**src/rtl/bbm_pkg.sv**
```systemverilog
package bbm_pkg;
    typedef enum logic [1:0] {
        ST_IDLE = 2'd0,
        ST_ADDR = 2'd1,
        ST_DATA = 2'd2
    } bbm_state_e;
endpackage

```
**src/rtl/bbm_addr_gen.sv**
```systemverilog
module bbm_addr_gen #(
    parameter int AW    = 32,
    parameter int DW    = 32,
    parameter int BEATS = 4,
    localparam int BW   = (BEATS > 1) ? $clog2(BEATS) : 1
) (
    input  logic [AW-1:0] req_addr,
    input  logic          req_burst,
    output logic [AW-1:0] req_base,
    input  logic [AW-1:0] cyc_base,
    input  logic [BW-1:0] cyc_beat,
    input  logic          cyc_burst,
    output logic [AW-1:0] cyc_addr
);
    localparam int WORD_SH = $clog2(DW / 8);
    localparam int LINE_SH = $clog2(BEATS * DW / 8);
    localparam logic [AW-1:0] WORD_MASK = {AW{1'b1}} << WORD_SH;
    localparam logic [AW-1:0] LINE_MASK = {AW{1'b1}} << LINE_SH;

    always_comb begin
        req_base = req_addr & (req_burst ? LINE_MASK : WORD_MASK);
        if (cyc_burst)
            cyc_addr = cyc_base;
        else
            cyc_addr = cyc_base + (AW'(cyc_beat) << WORD_SH);
    end
endmodule

```
**src/rtl/bbm_timer.sv**
```systemverilog
module bbm_timer #(
    parameter int TIMEOUT = 256,
    localparam int CW     = (TIMEOUT > 1) ? $clog2(TIMEOUT) : 1
) (
    input  logic clk,
    input  logic rst_n,
    input  logic run,
    output logic expire
);
    logic [CW-1:0] cnt_d, cnt_q;

    always_comb begin
        expire = run && (cnt_q == CW'(TIMEOUT - 1));
        if (!run || expire)
            cnt_d = '0;
        else
            cnt_d = cnt_q + 1'b1;
    end

    always_ff @(posedge clk or negedge rst_n) begin
        if (!rst_n) cnt_q <= '0;
        else        cnt_q <= cnt_d;
    end

    assert_count_in_window_R9: assert property (@(posedge clk) disable iff (!rst_n)
        !run |=> (cnt_q == '0));
endmodule

```
**src/rtl/bus_burst_master.sv**
```systemverilog
module bus_burst_master
    import bbm_pkg::*;
#(
    parameter int AW      = 32,
    parameter int DW      = 32,
    parameter int BEATS   = 4,
    parameter int TIMEOUT = 256,
    localparam int BW     = (BEATS > 1) ? $clog2(BEATS) : 1
) (
    input  logic                clk,
    input  logic                rst_n,
    input  logic                req_valid,
    output logic                req_ready,
    input  logic                req_write,
    input  logic                req_burst,
    input  logic [BW-1:0]       req_len,
    input  logic [AW-1:0]       req_addr,
    input  logic [BEATS*DW-1:0] req_wdata,
    output logic                beat_valid,
    output logic [BW-1:0]       beat_idx,
    output logic [DW-1:0]       beat_rdata,
    output logic                done,
    output logic                err,
    output logic [AW-1:0]       bus_addr,
    output logic                bus_ts_n,
    output logic                bus_wr,
    output logic                bus_burst_n,
    output logic                bus_bdip_n,
    output logic [DW-1:0]       bus_dout,
    input  logic [DW-1:0]       bus_din,
    input  logic                bus_ta_n,
    input  logic                bus_bi_n,
    input  logic                bus_tea_n
);
    localparam int LINE_SH = $clog2(BEATS * DW / 8);

    typedef struct packed {
        bbm_state_e          st;
        logic                burst;
        logic                wr;
        logic [BW-1:0]       last;
        logic [BW-1:0]       beat;
        logic [AW-1:0]       base;
        logic [BEATS*DW-1:0] line;
        logic                bv;
        logic [BW-1:0]       bidx;
        logic [DW-1:0]       brd;
        logic                done;
        logic                err;
    } regs_t;

    regs_t s_d, s_q;
    logic [AW-1:0] req_base;
    logic          tmr_run, tmr_expire;

    bbm_addr_gen #(.AW(AW), .DW(DW), .BEATS(BEATS)) u_addr (
        .req_addr (req_addr),
        .req_burst(req_burst),
        .req_base (req_base),
        .cyc_base (s_q.base),
        .cyc_beat (s_q.beat),
        .cyc_burst(s_q.burst),
        .cyc_addr (bus_addr)
    );

    assign tmr_run = (s_q.st == ST_DATA) && bus_ta_n && bus_tea_n;

    bbm_timer #(.TIMEOUT(TIMEOUT)) u_tmr (
        .clk   (clk),
        .rst_n (rst_n),
        .run   (tmr_run),
        .expire(tmr_expire)
    );

    always_comb begin
        s_d      = s_q;
        s_d.bv   = 1'b0;
        s_d.done = 1'b0;
        s_d.err  = 1'b0;
        case (s_q.st)
            ST_IDLE: begin
                if (req_valid) begin
                    s_d.st    = ST_ADDR;
                    s_d.burst = req_burst;
                    s_d.wr    = req_write;
                    s_d.last  = req_burst ? req_len : '0;
                    s_d.beat  = '0;
                    s_d.base  = req_base;
                    s_d.line  = req_wdata;
                end
            end
            ST_ADDR: s_d.st = ST_DATA;
            ST_DATA: begin
                if (!bus_tea_n || tmr_expire) begin
                    s_d.err = 1'b1;
                    s_d.st  = ST_IDLE;
                end else if (!bus_ta_n) begin
                    s_d.bv   = 1'b1;
                    s_d.bidx = s_q.beat;
                    s_d.brd  = bus_din;
                    if (s_q.beat == s_q.last) begin
                        s_d.done = 1'b1;
                        s_d.st   = ST_IDLE;
                    end else begin
                        s_d.beat = s_q.beat + 1'b1;
                        if (!s_q.burst) begin
                            s_d.st = ST_ADDR;
                        end else if (s_q.beat == '0 && !bus_bi_n) begin
                            s_d.burst = 1'b0;
                            s_d.st    = ST_ADDR;
                        end
                    end
                end
            end
            default: s_d.st = ST_IDLE;
        endcase
    end

    always_ff @(posedge clk or negedge rst_n) begin
        if (!rst_n) begin
            s_q       <= '0;
            s_q.st    <= ST_IDLE;
        end else begin
            s_q <= s_d;
        end
    end

    assign req_ready   = (s_q.st == ST_IDLE);
    assign bus_ts_n    = !(s_q.st == ST_ADDR);
    assign bus_burst_n = !(s_q.st == ST_ADDR && s_q.burst);
    assign bus_bdip_n  = !(s_q.st == ST_DATA && s_q.burst && s_q.beat != s_q.last);
    assign bus_wr      = s_q.wr;
    assign bus_dout    = s_q.line[s_q.beat*DW +: DW];
    assign beat_valid  = s_q.bv;
    assign beat_idx    = s_q.bidx;
    assign beat_rdata  = s_q.brd;
    assign done        = s_q.done;
    assign err         = s_q.err;

    assert_start_one_clock_R2: assert property (@(posedge clk) disable iff (!rst_n)
        !bus_ts_n |=> bus_ts_n);
    assert_line_aligned_R3: assert property (@(posedge clk) disable iff (!rst_n)
        (!bus_ts_n && !bus_burst_n) |-> (bus_addr[LINE_SH-1:0] == '0));
    assert_beat_reported_R4: assert property (@(posedge clk) disable iff (!rst_n)
        (s_q.st == ST_DATA && !bus_ta_n && bus_tea_n && !tmr_expire) |=> beat_valid);
    assert_bdip_in_data_only_R5: assert property (@(posedge clk) disable iff (!rst_n)
        (s_q.st != ST_DATA) |-> bus_bdip_n);
    assert_refusal_goes_single_R6: assert property (@(posedge clk) disable iff (!rst_n)
        (s_q.st == ST_DATA && s_q.burst && s_q.beat == '0 && s_q.last != '0
         && !bus_ta_n && bus_tea_n && !bus_bi_n) |=> (!bus_ts_n && bus_burst_n));
    assert_error_wins_R8: assert property (@(posedge clk) disable iff (!rst_n)
        (s_q.st == ST_DATA && !bus_tea_n) |=> (err && !beat_valid && req_ready));
    assert_timeout_error_R9: assert property (@(posedge clk) disable iff (!rst_n)
        tmr_expire |=> err);
    assert_done_err_apart_R10: assert property (@(posedge clk) disable iff (!rst_n)
        !(done && err));
endmodule

```
**config.mk**
```make
export PLATFORM = sky130hd
export DESIGN_NAME = bus_burst_master
export DESIGN_NICKNAME = d
export VERILOG_FILES = /design/src/rtl/bbm_pkg.sv /design/src/rtl/bbm_addr_gen.sv /design/src/rtl/bbm_timer.sv /design/src/rtl/bus_burst_master.sv
export SDC_FILE = /design/constraint.sdc
export NUM_CORES = 1
export LEC_CHECK = 0
export BUFFER_PORTS_ARGS = -buffer_cell sky130_fd_sc_hd__buf_2
export CAP_MARGIN = 20
export CORE_MARGIN = 1.5
export CORE_UTILIZATION = 50
export CTS_BUF_LIST = sky130_fd_sc_hd__clkbuf_8
export CTS_CLUSTER_DIAMETER = 80
export DETAILED_ROUTE_END_ITERATION = 10
export GPL_ROUTABILITY_DRIVEN = 0
export PLACE_DENSITY = 0.89
export RECOVER_POWER = 100
export SLEW_MARGIN = 0
export SYNTH_ARGS = -nofsm -noshare
export SYNTH_HDL_FRONTEND = slang
export SYNTH_SLANG_ARGS = --single-unit
```
**constraint.sdc**
```tcl
create_clock -name clk -period 2.5 [get_ports clk]
set_input_delay 0.125 -clock clk [delete_from_list [all_inputs] [get_ports clk]]
set_output_delay 0.125 -clock clk [all_outputs]
set_load 0.01 [all_outputs]
```
==> results of run 1 <==
how the worst max path moves through the flow:
stage          slack [ns]      endpoint  depth (start not counted)     start
4_1_cts             -0.14  bus_addr[30]                          8  s_q[167]
3_5_place_dp         0.19  bus_addr[30]                          8  s_q[167]
3_3_place_gp         0.27  bus_addr[30]                          8  s_q[167]
5_1_grt             -0.46  bus_addr[28]                          8  s_q[167]
2_1_floorplan        0.02  bus_addr[28]                          8  s_q[198]
6_report            -0.39  bus_addr[13]                          7  s_q[198]
routing by layer:
layer / up-vias / wire, microns
li1: 4159 / -
met1: 4586 / 11900
met2: 674 / 16800
met3: 183 / 3330
met4: 0 / 1680
met5: - / 0
placed cells by master (no fill, tap or decap), types with 2 or more instances in the layout:
| cell type | synthesis | layout |
|---|---|---|
| nor3_2 | 0 | 5 |
| nand4_4 | 2 | 2 |
| buf_2 | 37 | 257 |
| and2_1 | 5 | 5 |
| conb_1 | 1 | 2 |
| nand2_1 | 487 | 486 |
| o21ai_0 | 5 | 6 |
| nor2_4 | 1 | 2 |
| diode_2 | 0 | 4 |
| mux4_2 | 32 | 32 |
| inv_1 | 8 | 20 |
| clkinv_2 | 0 | 5 |
| a21oi_1 | 3 | 3 |
| dfrtp_2 | 0 | 3 |
| and4_1 | 3 | 3 |
| nor3_1 | 8 | 2 |
| dfrtp_1 | 211 | 208 |
| nor2_1 | 17 | 16 |
| clkbuf_8 | 0 | 45 |
| clkbuf_4 | 0 | 3 |
| ha_4 | 0 | 2 |
| nand3_1 | 14 | 13 |
| clkbuf_1 | 7 | 44 |
| and3_1 | 5 | 4 |
| dlygate4sd3_1 | 0 | 201 |
| nand3b_1 | 4 | 4 |
| mux2_2 | 36 | 36 |
| clkbuf_2 | 1 | 6 |
| buf_4 | 39 | 11 |
| xnor2_1 | 17 | 16 |
| buf_6 | 1 | 5 |
| nand4_1 | 12 | 12 |
| ha_1 | 4 | 2 |
| nand2_4 | 0 | 2 |
| nand2b_1 | 3 | 3 |
| xor2_1 | 19 | 18 |
sequential cells by signal, indices dropped and copies added, names as in the netlist:
signal	flops
bus_wr	1
beat_idx	2
s_q	165
beat_rdata	32
err	1
u_tmr.cnt_q	8
done	1
beat_valid	1
what timing repair did:
item	in CTS	in global routing
gates resized for setup	12	16
endpoints found under the hold margin	259	0
hold buffers	201	0
pin swaps	10	8
setup endpoints to repair	14	56
buffers inserted	6	6
cell families (layout without fill, tap and decap cells):
family                     Yosys count  count (layout)  synth area share, %
DFF                                211             211                 53.7
buffers and inverters               94             599                 5.64
muxes                               69              69                 11.6
and+or+nand+nor                    571             571                 24.3
AOI/OAI and AO/OA                   14              14                0.890
other                                1               6               0.0381
xor gates and xnor gates            36              36                 3.21
adders and majority gates            5               5                0.712
metrics by stage:
stage	area [sq um]	setup slack (ns)
floorplan	9840	0.0205
global placement	11300	0.273
detailed placement	11300	0.186
CTS	14200	-0.145
global route	14100	-0.462
finish	14200	-0.395
worst max-delay path, delay by kind of cell, from the launching register on:
| kind | cells | cell delay, ns |
|---|---|---|
| compound gates | 1 | 0.19 |
| fa+ha+maj | 1 | 0.26 |
| xor+xnor | 1 | 0.51 |
| buf+inv | 2 | 0.40 |
| simple gates | 2 | 0.46 |
| flops | 1 | 0.44 |
area by class of cell:
type	count	area, sq um
Clock inverter	19	104
Clock buffer	44	606
Multi-Input combinational cell	697	4120
Timing Repair Buffer	528	3670
Antenna cell	4	10.0
Inverter	8	30.0
Fill cell	1193	5250
Tap cell	265	332
Sequential cell	211	5280
where the power goes:
| group | switching (W) | total (W) | internal (W) |
|---|---|---|---|
| Sequential | 0.00131 | 0.00629 | 0.00498 |
| Clock | 0.00140 | 0.00309 | 0.00169 |
| Combinational | 0.00334 | 0.00590 | 0.00257 |
| Total | 0.00604 | 0.0153 | 0.00924 |
==> out/summary.txt, run 1 <==
status = complete, but fails checks
violated checks = capacitance limit, slew limit, setup timing
IO buf count = 303
Slew Limit Fails = 70
clock latency on the worst-skew pair = 0.50 ns
setup violators final = 40
final hold vios = 0
CTS Sinks = 211
Leakage = 7.26 nW
num ports = 308
post-synth top area cell = dfrtp_1
Residual DRC = 0
Slew headroom = -18.9%
Layout Cells excl Fill = 1776
router iterations before antenna repair = 6
CP peak stage delay = 0.51 ns
H-tree depth = 2
Clock transition at path regs = 0.06 ns
Hold WC Path Type = in2reg
Worst EP required = 2.38 ns
final core utilization = 73.0%
vias in the first global route = 9956
Max clock buf depth = 3
setup repair after global routing missed its margin = yes
WHS Endpoint = s_q[202]
reg2reg setup slack = -0.06 ns
core area = 19400 sq um
number of max-cap violations = 1
Worst IR Drop VDD = 0.819 mV
Routed WL per cell = 19.0 microns
critical path peak fanout = 4
CP startpoint kind = flop
crit-path cells = ha_4 > a21oi_1 > nor3b_4 > buf_4 > nand2_1 > xnor2_1 > buf_2
share of cells above drive strength 1 = 28.6%
worst-margin pin slew = 1.78 ns
largest cells by area after synthesis = dfrtp_1 54%, nand2_1 19%, mux4_2 7.3%
Synth Warn # = 0
Avg Cell Area, Syn = 9.83 sq um
GRT Total Usage = 31.2%
reg2reg end = s_q[200]
CTS tree = done
WS Path Type = reg2out
Synth top area share = 53.7%
most numerous cell in the Yosys netlist = nand2_1
Detail Placement HPWL = 16.9 mm
post-synthesis cell type count = 46
row count = 51
grt peak-use layer = met2
area delta synth->final = 43.9%
Reg2Reg Depth = 5
initial antenna violation count = 3
Hold Path Stages = 4
CTS buffer count = 36
mapped cell area = 9840 sq um
die width = 143 microns
final worst setup slack = -0.395 ns
grt met2 use = 54.4%
die area = 20500 sq um
Vias/cell = 5.41
period utilization = 116%
share of flip-flops with an asynchronous set or reset = 100%
sequential cell area fraction in the yosys report = 53.7%
total power = 0.0153 W
cell count after synthesis = 1001
GR Layer Usage met3 = 8.62%
Primary FF master, synth = dfrtp_1
number of enable flip-flop cells after synthesis = 0
nets = 1689
DRT Wirelength = 33.8 mm
Inst Count DP = 1496
register bit total from synthesis = 211
met1 capacity usage during global routing = 34.8%
GRT overflow = 0
R2R Path Start = s_q[203]
vias post-DR = 9602
CP Capture Type = output port
DR iter-0 viols = 741
Fmax = 345 MHz
power density cells = 1080 nW/um^2
hold_sp = req_burst
Crit path arrival time = 2.77 ns
Worst Skew = 0.0143 ns
TNS Setup = -4.23 ns
Tmin final = 2.89 ns
DRT antenna net count = 0
clk root buf = clkbuf_8
Chip Height = 143 microns
WHS = 0.0786 ns
Worst path slowest cell = xnor2_1
top post-synthesis cells by count = 487 x nand2_1, 211 x dfrtp_1, 39 x buf_4
Initial Utilization = 50.7%
largest net degree at the start of global routing = 160
global-route wire length before repair = 49.5 mm
Note: power is estimated with default switching activity, not from simulation.
==> inputs of run 2 (changes only) <==
--- a/config.mk
+++ b/config.mk
@@ -15,6 +15,7 @@
 export GPL_ROUTABILITY_DRIVEN = 0
 export PLACE_DENSITY = 0.89
 export RECOVER_POWER = 100
+export SETUP_SLACK_MARGIN = 0.15
 export SLEW_MARGIN = 0
 export SYNTH_ARGS = -nofsm -noshare
 export SYNTH_HDL_FRONTEND = slang
==> run 2 against run 1 <==
Effect of this change:
- the flow still finishes with violations (capacitance limit, slew limit, setup timing)
- critical path depth unchanged
- cell count unchanged
- first-iteration DRC count down 6.6%
- hold slack worse by 0.045 ns
- sequential cell count unchanged
- die area unchanged
- fmax down 2.0%
- via count up 0.91%
- non-clock buffer count up 1
- clock skew up 0.013 ns
- clock-buffer cell count up 2
- critical endpoint is now bus_addr[30]
- largest cell class unchanged
==> out/summary.txt, run 2 (same netlist as run 1, synthesis figures left out) <==
status = complete, but fails checks
violated checks = capacitance limit, slew limit, setup timing
Worst path slowest cell = dfrtp_1
vias in the first global route = 10222 (+2.7%)
Routed WL per cell = 20.1 microns (+5.5%)
Initial Utilization = 50.7% (unchanged)
Inst Count DP = 1494 (-0.13%)
Tmin final = 2.95 ns (+0.0582 ns)
internal cell power = 0.00926 W (+0.20%)
setup violators final = 36 (-10%)
GRT Total Usage = 32.7% (+1.6 points)
clock share of power = 19.7% (-0.5 points)
die width = 143 microns (unchanged)
logic gate share of total power = 39.2% (+0.6 points)
leading cell types in the layout, fill and taps excluded = 483 x nand2_1, 258 x buf_2, 205 x dfrtp_1, 201 x dlygate4sd3_1, 46 x clkbuf_8
CTS Sinks = 211 (unchanged)
Crit path arrival time = 2.83 ns (+0.06 ns)
clk root buf = clkbuf_8
CP bufs+invs = 2 (unchanged)
GRT overflow = 0 (unchanged)
num ports = 308 (unchanged)
setup repair after global routing missed its margin = yes
reg2reg setup slack = -0.24 ns (-0.18 ns)
area delta synth->final = 45.3%
Biggest register = s_q
share of cells above drive strength 1 = 29.4% (+0.82 points)
TNS Setup = -4.24 ns (-0.0140 ns)
CP peak stage delay = 0.41 ns (-0.10 ns)
Chip Height = 143 microns (unchanged)
total power = 0.0154 W (+1.0%)
clock latency on the worst-skew pair = 0.52 ns (+0.02 ns)
Worst EP required = 2.38 ns (about the same)
Slew Limit Fails = 160 (+130%)
Reg2Reg Depth = 5 (unchanged)
Worst Skew = 0.0271 ns (+0.0127 ns)
P_sw = 0.00618 W (+2.3%)
CP Capture Type = output port
period utilization = 118% (+2.3 points)
number of max-cap violations = 1 (unchanged)
Hold WC Path Type = in2reg
initial antenna violation count = 3 (unchanged)
core area = 19400 sq um (unchanged)
IO buf count = 303 (unchanged)
WHS Endpoint = s_q[202]
Worst IR Drop VDD = 0.578 mV (-29%)
Detail Placement HPWL = 16.8 mm (-0.21%)
worst-margin pin slew = 1.81 ns (+0.0303 ns)
final worst setup slack = -0.453 ns (-0.0582 ns)
largest net degree at the start of global routing = 160 (unchanged)
global-route wire length before repair = 51.6 mm (+4.3%)
CTS tree = done
Net Sw Frac = 40.0% (+0.50 points)
hold_sp = req_burst
commonest non-fill, non-tap cell in the layout = nand2_1
register share of total power = 41.2% (about the same)
Max clock buf depth = 3 (unchanged)
R2R Path Start = s_q[204]
Slew headroom = -20.9% (-2.0 points)
Clock transition at path regs = 0.06 ns (about the same)
final core utilization = 73.7% (+0.70 points)
power density cells = 1080 nW/um^2 (about the same)
CTS buffer count = 36 (unchanged)
max reg flops = 165 (unchanged)
Hold Path Stages = 4 (unchanged)
CP startpoint kind = flop
DRT antenna net count = 0 (unchanged)
Vias/cell = 5.46 (+0.91%)
router iterations before antenna repair = 7 (+1)
WS Path Type = reg2out
die area = 20500 sq um (unchanged)
reg2reg end = s_q[189]
Fmax = 339 MHz (-2.0%)
DP Worst Slack = 0.246 ns (+0.0602 ns)
crit-path cells = inv_1 > fa_2 > and4bb_4 > nand4_4 > nor3_2 > xor2_1 > buf_2
final hold vios = 0 (unchanged)
top cell family by delay on the critical path = simple AND/OR/NAND/NOR gates
H-tree depth = 2 (unchanged)
DR iter-0 viols = 692 (-6.6%)
vias post-DR = 9689 (+0.91%)
row count = 51 (unchanged)
nets = 1690 (+0.059%)
Layout Cells excl Fill = 1776 (unchanged)
DRT Wirelength = 35.6 mm (+5.5%)
critical path peak fanout = 7 (+3)
Leakage = 7.36 nW (+1.4%)
Residual DRC = 0 (unchanged)
-- run 2: stage by stage --
step / area, sq um / hold WS [ns]
floorplan: 9840 / -0.171
global placement: 11300 / 0.0500
detailed placement: 11300 / 0.0538
CTS: 14100 / 0.00163
global route: 14300 / 0.0570
finish: 14300 / 0.0338
-- run 2: metal layers --
metal / part of all wire (%) / global-route usage, % / routed length (microns) / vias up
met5: 0 / 0 / 0 / -
met4: 7.0 / 21.5 / 2480 / 0
met3: 10 / 10.1 / 3570 / 246
met2: 49 / 55.5 / 17400 / 728
met1: 34 / 35.5 / 12200 / 4568
li1: - / - / - / 4147
-- run 2: what timing repair did --
item | 4_1_cts | 5_1_grt
buffers inserted | 6 | 9
gates resized for setup | 16 | 38
pin swaps | 7 | 17
endpoints found under the hold margin | 370 | 0
hold buffers | 201 | 0
setup endpoints to repair | 58 | 44
-- run 2: area by class of cell --
type                    count  area, sq um
flip-flops and latches    211         5290
fillers                  1188         5110
multi-input cells         697         4240
repair buffers            529         3700
clock buffers              46          633
well taps                 265          332
clock inverters            15         58.8
inverters                   8         30.0
diodes                      5         12.5
-- run 2: worst reg2reg max path, cell delays in order (launching register included) --
cell	delay [ns]
dfrtp_1	0.46
nor2_1	0.14
nand2_4	0.08
clkbuf_4	1.22
nand2_1	0.54
nand2_1	0.21
-- run 2: power by group through the flow --
stage                     logic [W]  clock network, W  registers [W]
after floorplan             0.00405                 0        0.00575
after global placement      0.00522                 0        0.00596
after detailed placement    0.00539                 0        0.00608
after CTS                   0.00571           0.00305        0.00605
after global routing        0.00658           0.00324        0.00650
final                       0.00605           0.00304        0.00636
-- run 2: how the worst max path moves through the flow --
stage,start,end,depth (start not counted)
after floorplan,s_q[198],bus_addr[28],8
after global placement,s_q[167],bus_addr[30],8
after detailed placement,s_q[167],bus_addr[30],8
after CTS,s_q[167],bus_addr[30],8
after global routing,s_q[167],bus_addr[30],8
final,s_q[168],bus_addr[30],7
==> inputs of run 3 (changes only) <==
--- a/config.mk
+++ b/config.mk
@@ -8,12 +8,13 @@
 export BUFFER_PORTS_ARGS = -buffer_cell sky130_fd_sc_hd__buf_2
 export CAP_MARGIN = 20
 export CORE_MARGIN = 1.5
-export CORE_UTILIZATION = 50
+export CORE_UTILIZATION = 52
 export CTS_BUF_LIST = sky130_fd_sc_hd__clkbuf_8
 export CTS_CLUSTER_DIAMETER = 80
 export DETAILED_ROUTE_END_ITERATION = 10
 export GPL_ROUTABILITY_DRIVEN = 0
-export PLACE_DENSITY = 0.89
+export MAX_ROUTING_LAYER = met4
+export PLACE_DENSITY = 0.92
 export RECOVER_POWER = 100
 export SETUP_SLACK_MARGIN = 0.15
 export SLEW_MARGIN = 0
==> run 3 against run 2 <==
Effect of this change:
- the flow still finishes with violations (capacitance limit, slew limit, setup timing)
- sequential cell count is the same
- first-iteration DRC count grew 4.6%
- global-route usage grew 3.8 points
- fmax grew 8.5%
- clock-buffer cell count shrank 1
- sequential power is essentially flat
- clock skew shrank 0.013 ns
- non-clock buffer count grew 8
- critical path type unchanged
- largest cell class unchanged
==> out/summary.txt, run 3 (same netlist as run 1, synthesis figures left out) <==
share of cells above drive strength 1 = 29.0% (-0.45 points)
CTS buffer count = 37 (+2.8%)
power density cells = 1090 nW/um^2 (+1.1%)
nets = 1700 (+0.59%)
CP startpoint kind = flop
num ports = 308 (unchanged)
TNS Setup = -2.95 ns (+1.30 ns)
WS Path Type = reg2out
vias post-DR = 9941 (+2.6%)
reg2reg end = s_q[71]
CTS tree = done
vias in the first global route = 10505 (+2.8%)
reg2reg setup slack = 0.03 ns (+0.27 ns)
status = complete, but fails checks
fillcell total = 1048 (-12%)
clk root buf = clkbuf_8
Biggest register = s_q
final worst setup slack = -0.222 ns (+0.231 ns)
Chip Height = 141 microns (-1.9%)
DRT Wirelength = 36.7 mm (+3.1%)
Hold WC Path Type = in2reg
largest net degree at the start of global routing = 65 (-59%)
Final Cell Area = 14300 sq um (-0.14%)
setup violators final = 24 (-33%)
Clock transition at path regs = 0.07 ns (about the same)
critical path peak fanout = 7 (unchanged)
DR iter-0 viols = 724 (+4.6%)
Hold Path Stages = 3 (-1)
Routed WL per cell = 21.0 microns (+4.7%)
die area = 19700 sq um (-3.8%)
Inst Count DP = 1469 (-1.7%)
Leakage = 7.35 nW (about the same)
Layout Cells excl Fill = 1749 (-1.5%)
Fmax = 367 MHz (+8.5%)
number of max-cap violations = 1 (unchanged)
clock latency on the worst-skew pair = 0.51 ns (about the same)
CP Capture Type = output port
worst-margin pin slew = 1.51 ns (-0.305 ns)
GRT Total Usage = 36.6% (+3.8 points)
Worst EP required = 2.38 ns (about the same)
period utilization = 109% (-9.3 points)
Vias/cell = 5.68 (+4.2%)
commonest non-fill, non-tap cell in the layout = nand2_1
final hold vios = 0 (unchanged)
Slew Limit Fails = 62 (-61%)
Crit path arrival time = 2.60 ns (-0.23 ns)
setup repair after global routing missed its margin = yes
Worst Skew = 0.0140 ns (-0.0130 ns)
Initial Utilization = 52.8% (+2.1 points)
Slew headroom = -0.572% (+20 points)
global-route wire length before repair = 54.0 mm (+4.7%)
violated checks = capacitance limit, slew limit, setup timing
Detail Placement HPWL = 17.4 mm (+3.1%)
DRT antenna net count = 0 (unchanged)
Reg2Reg Depth = 6 (+1)
initial antenna violation count = 2 (-1)
Post-Place Cell Area = 11300 sq um (about the same)
WHS Endpoint = s_q[203]
Max clock buf depth = 3 (unchanged)
area delta synth->final = 45.1%
die width = 141 microns (-1.9%)
Worst IR Drop VDD = 0.565 mV (-2.4%)
H-tree depth = 2 (unchanged)
R2R Path Start = s_q[203]
leading cell types in the layout, fill and taps excluded = 484 x nand2_1, 257 x buf_2, 208 x dfrtp_1, 201 x dlygate4sd3_1, 50 x clkbuf_1
IO buf count = 303 (unchanged)
hold_sp = bus_bi_n
row count = 50 (-2.0%)
GRT overflow = 0 (unchanged)
max reg flops = 165 (unchanged)
CTS Sinks = 211 (unchanged)
Residual DRC = 0 (unchanged)
core area = 18600 sq um (-3.9%)
Tmin final = 2.72 ns (-0.231 ns)
router iterations before antenna repair = 7 (unchanged)
run 3: changes by cell type in the layout (fill, tap and decap cells not counted), moves of 3 or more:
cell | before | now
clkbuf_1 | 45 | 50
inv_1 | 20 | 15
xnor2_2 | 8 | 3
xnor2_1 | 9 | 13
dfrtp_1 | 205 | 208
dfrtp_2 | 6 | 3
nand3_2 | 4 | 1
run 3: area by class of cell:
type / count / area, sq um / share of cell area, %
flip-flops and latches: 211 / 5280 / 37.0
inverters: 8 / 30.0 / 0.210
multi-input cells: 698 / 4240 / 29.7
well taps: 234 / 293 / 2.05
repair buffers: 537 / 3740 / 26.2
clock buffers: 45 / 619 / 4.34
diodes: 3 / 7.51 / 0.0526
clock inverters: 13 / 57.6 / 0.403
run 3: how the worst max path moves through the flow:
stage	cells after the start	slack [ns]	startpoint	endpoint
floorplan	8	0.17	s_q[198]	bus_addr[28]
global placement	8	0.34	s_q[167]	bus_addr[30]
detailed placement	8	0.27	s_q[167]	bus_addr[28]
CTS	8	-0.15	s_q[167]	bus_addr[24]
global route	5	-0.41	s_q[175]	bus_addr[29]
finish	8	-0.22	s_q[167]	bus_addr[28]
run 3: critical path, stage by stage (launching register included):
cell and delay, ns:
dfrtp_1 0.40, ha_4 0.15, inv_2 0.03, fa_2 0.34, and4bb_4 0.35, nand4_4 0.22, nor3_2 0.20, xor2_1 0.21
buf_2 0.16
run 3: per-layer routing:
layer	up-vias	GRT usage [%]	part of all wire, %
met4	0	25.9	8.3
li1	4163	-	-
met2	790	59.7	48
met3	291	9.09	9.8
met5	-	-	0
met1	4697	39.1	33
run 3: stage by stage:
step | utilization, % | worst slack (ns) | power [W] | hold WS, ns
final | 76.5 | -0.222 | 0.0156 | 0.0479
after floorplan | - | 0.174 | 0.00980 | -0.171
after CTS | 75.9 | -0.152 | 0.0149 | 0.0234
after global placement | 60.8 | 0.337 | 0.0112 | 0.142
after global routing | 76.5 | -0.409 | 0.0164 | 0.0688
after detailed placement | 60.8 | 0.273 | 0.0116 | 0.143
run 3: what timing repair did:
item                                    in CTS  in global routing
pin swaps                                   13                 14
setup buffers                                6                 11
hold buffers                               201                  0
gates resized for setup                     20                 35
endpoints found under the setup margin      58                 59
hold endpoints to repair                   253                  0
cloned                                       0                  1
run 3: where the power goes:
group	leakage [nW]	internal, W	switching [W]
registers	2.62	0.00498	0.00139
logic	4.35	0.00263	0.00357
clock network	0.382	0.00161	0.00142
total	7.35	0.00922	0.00638
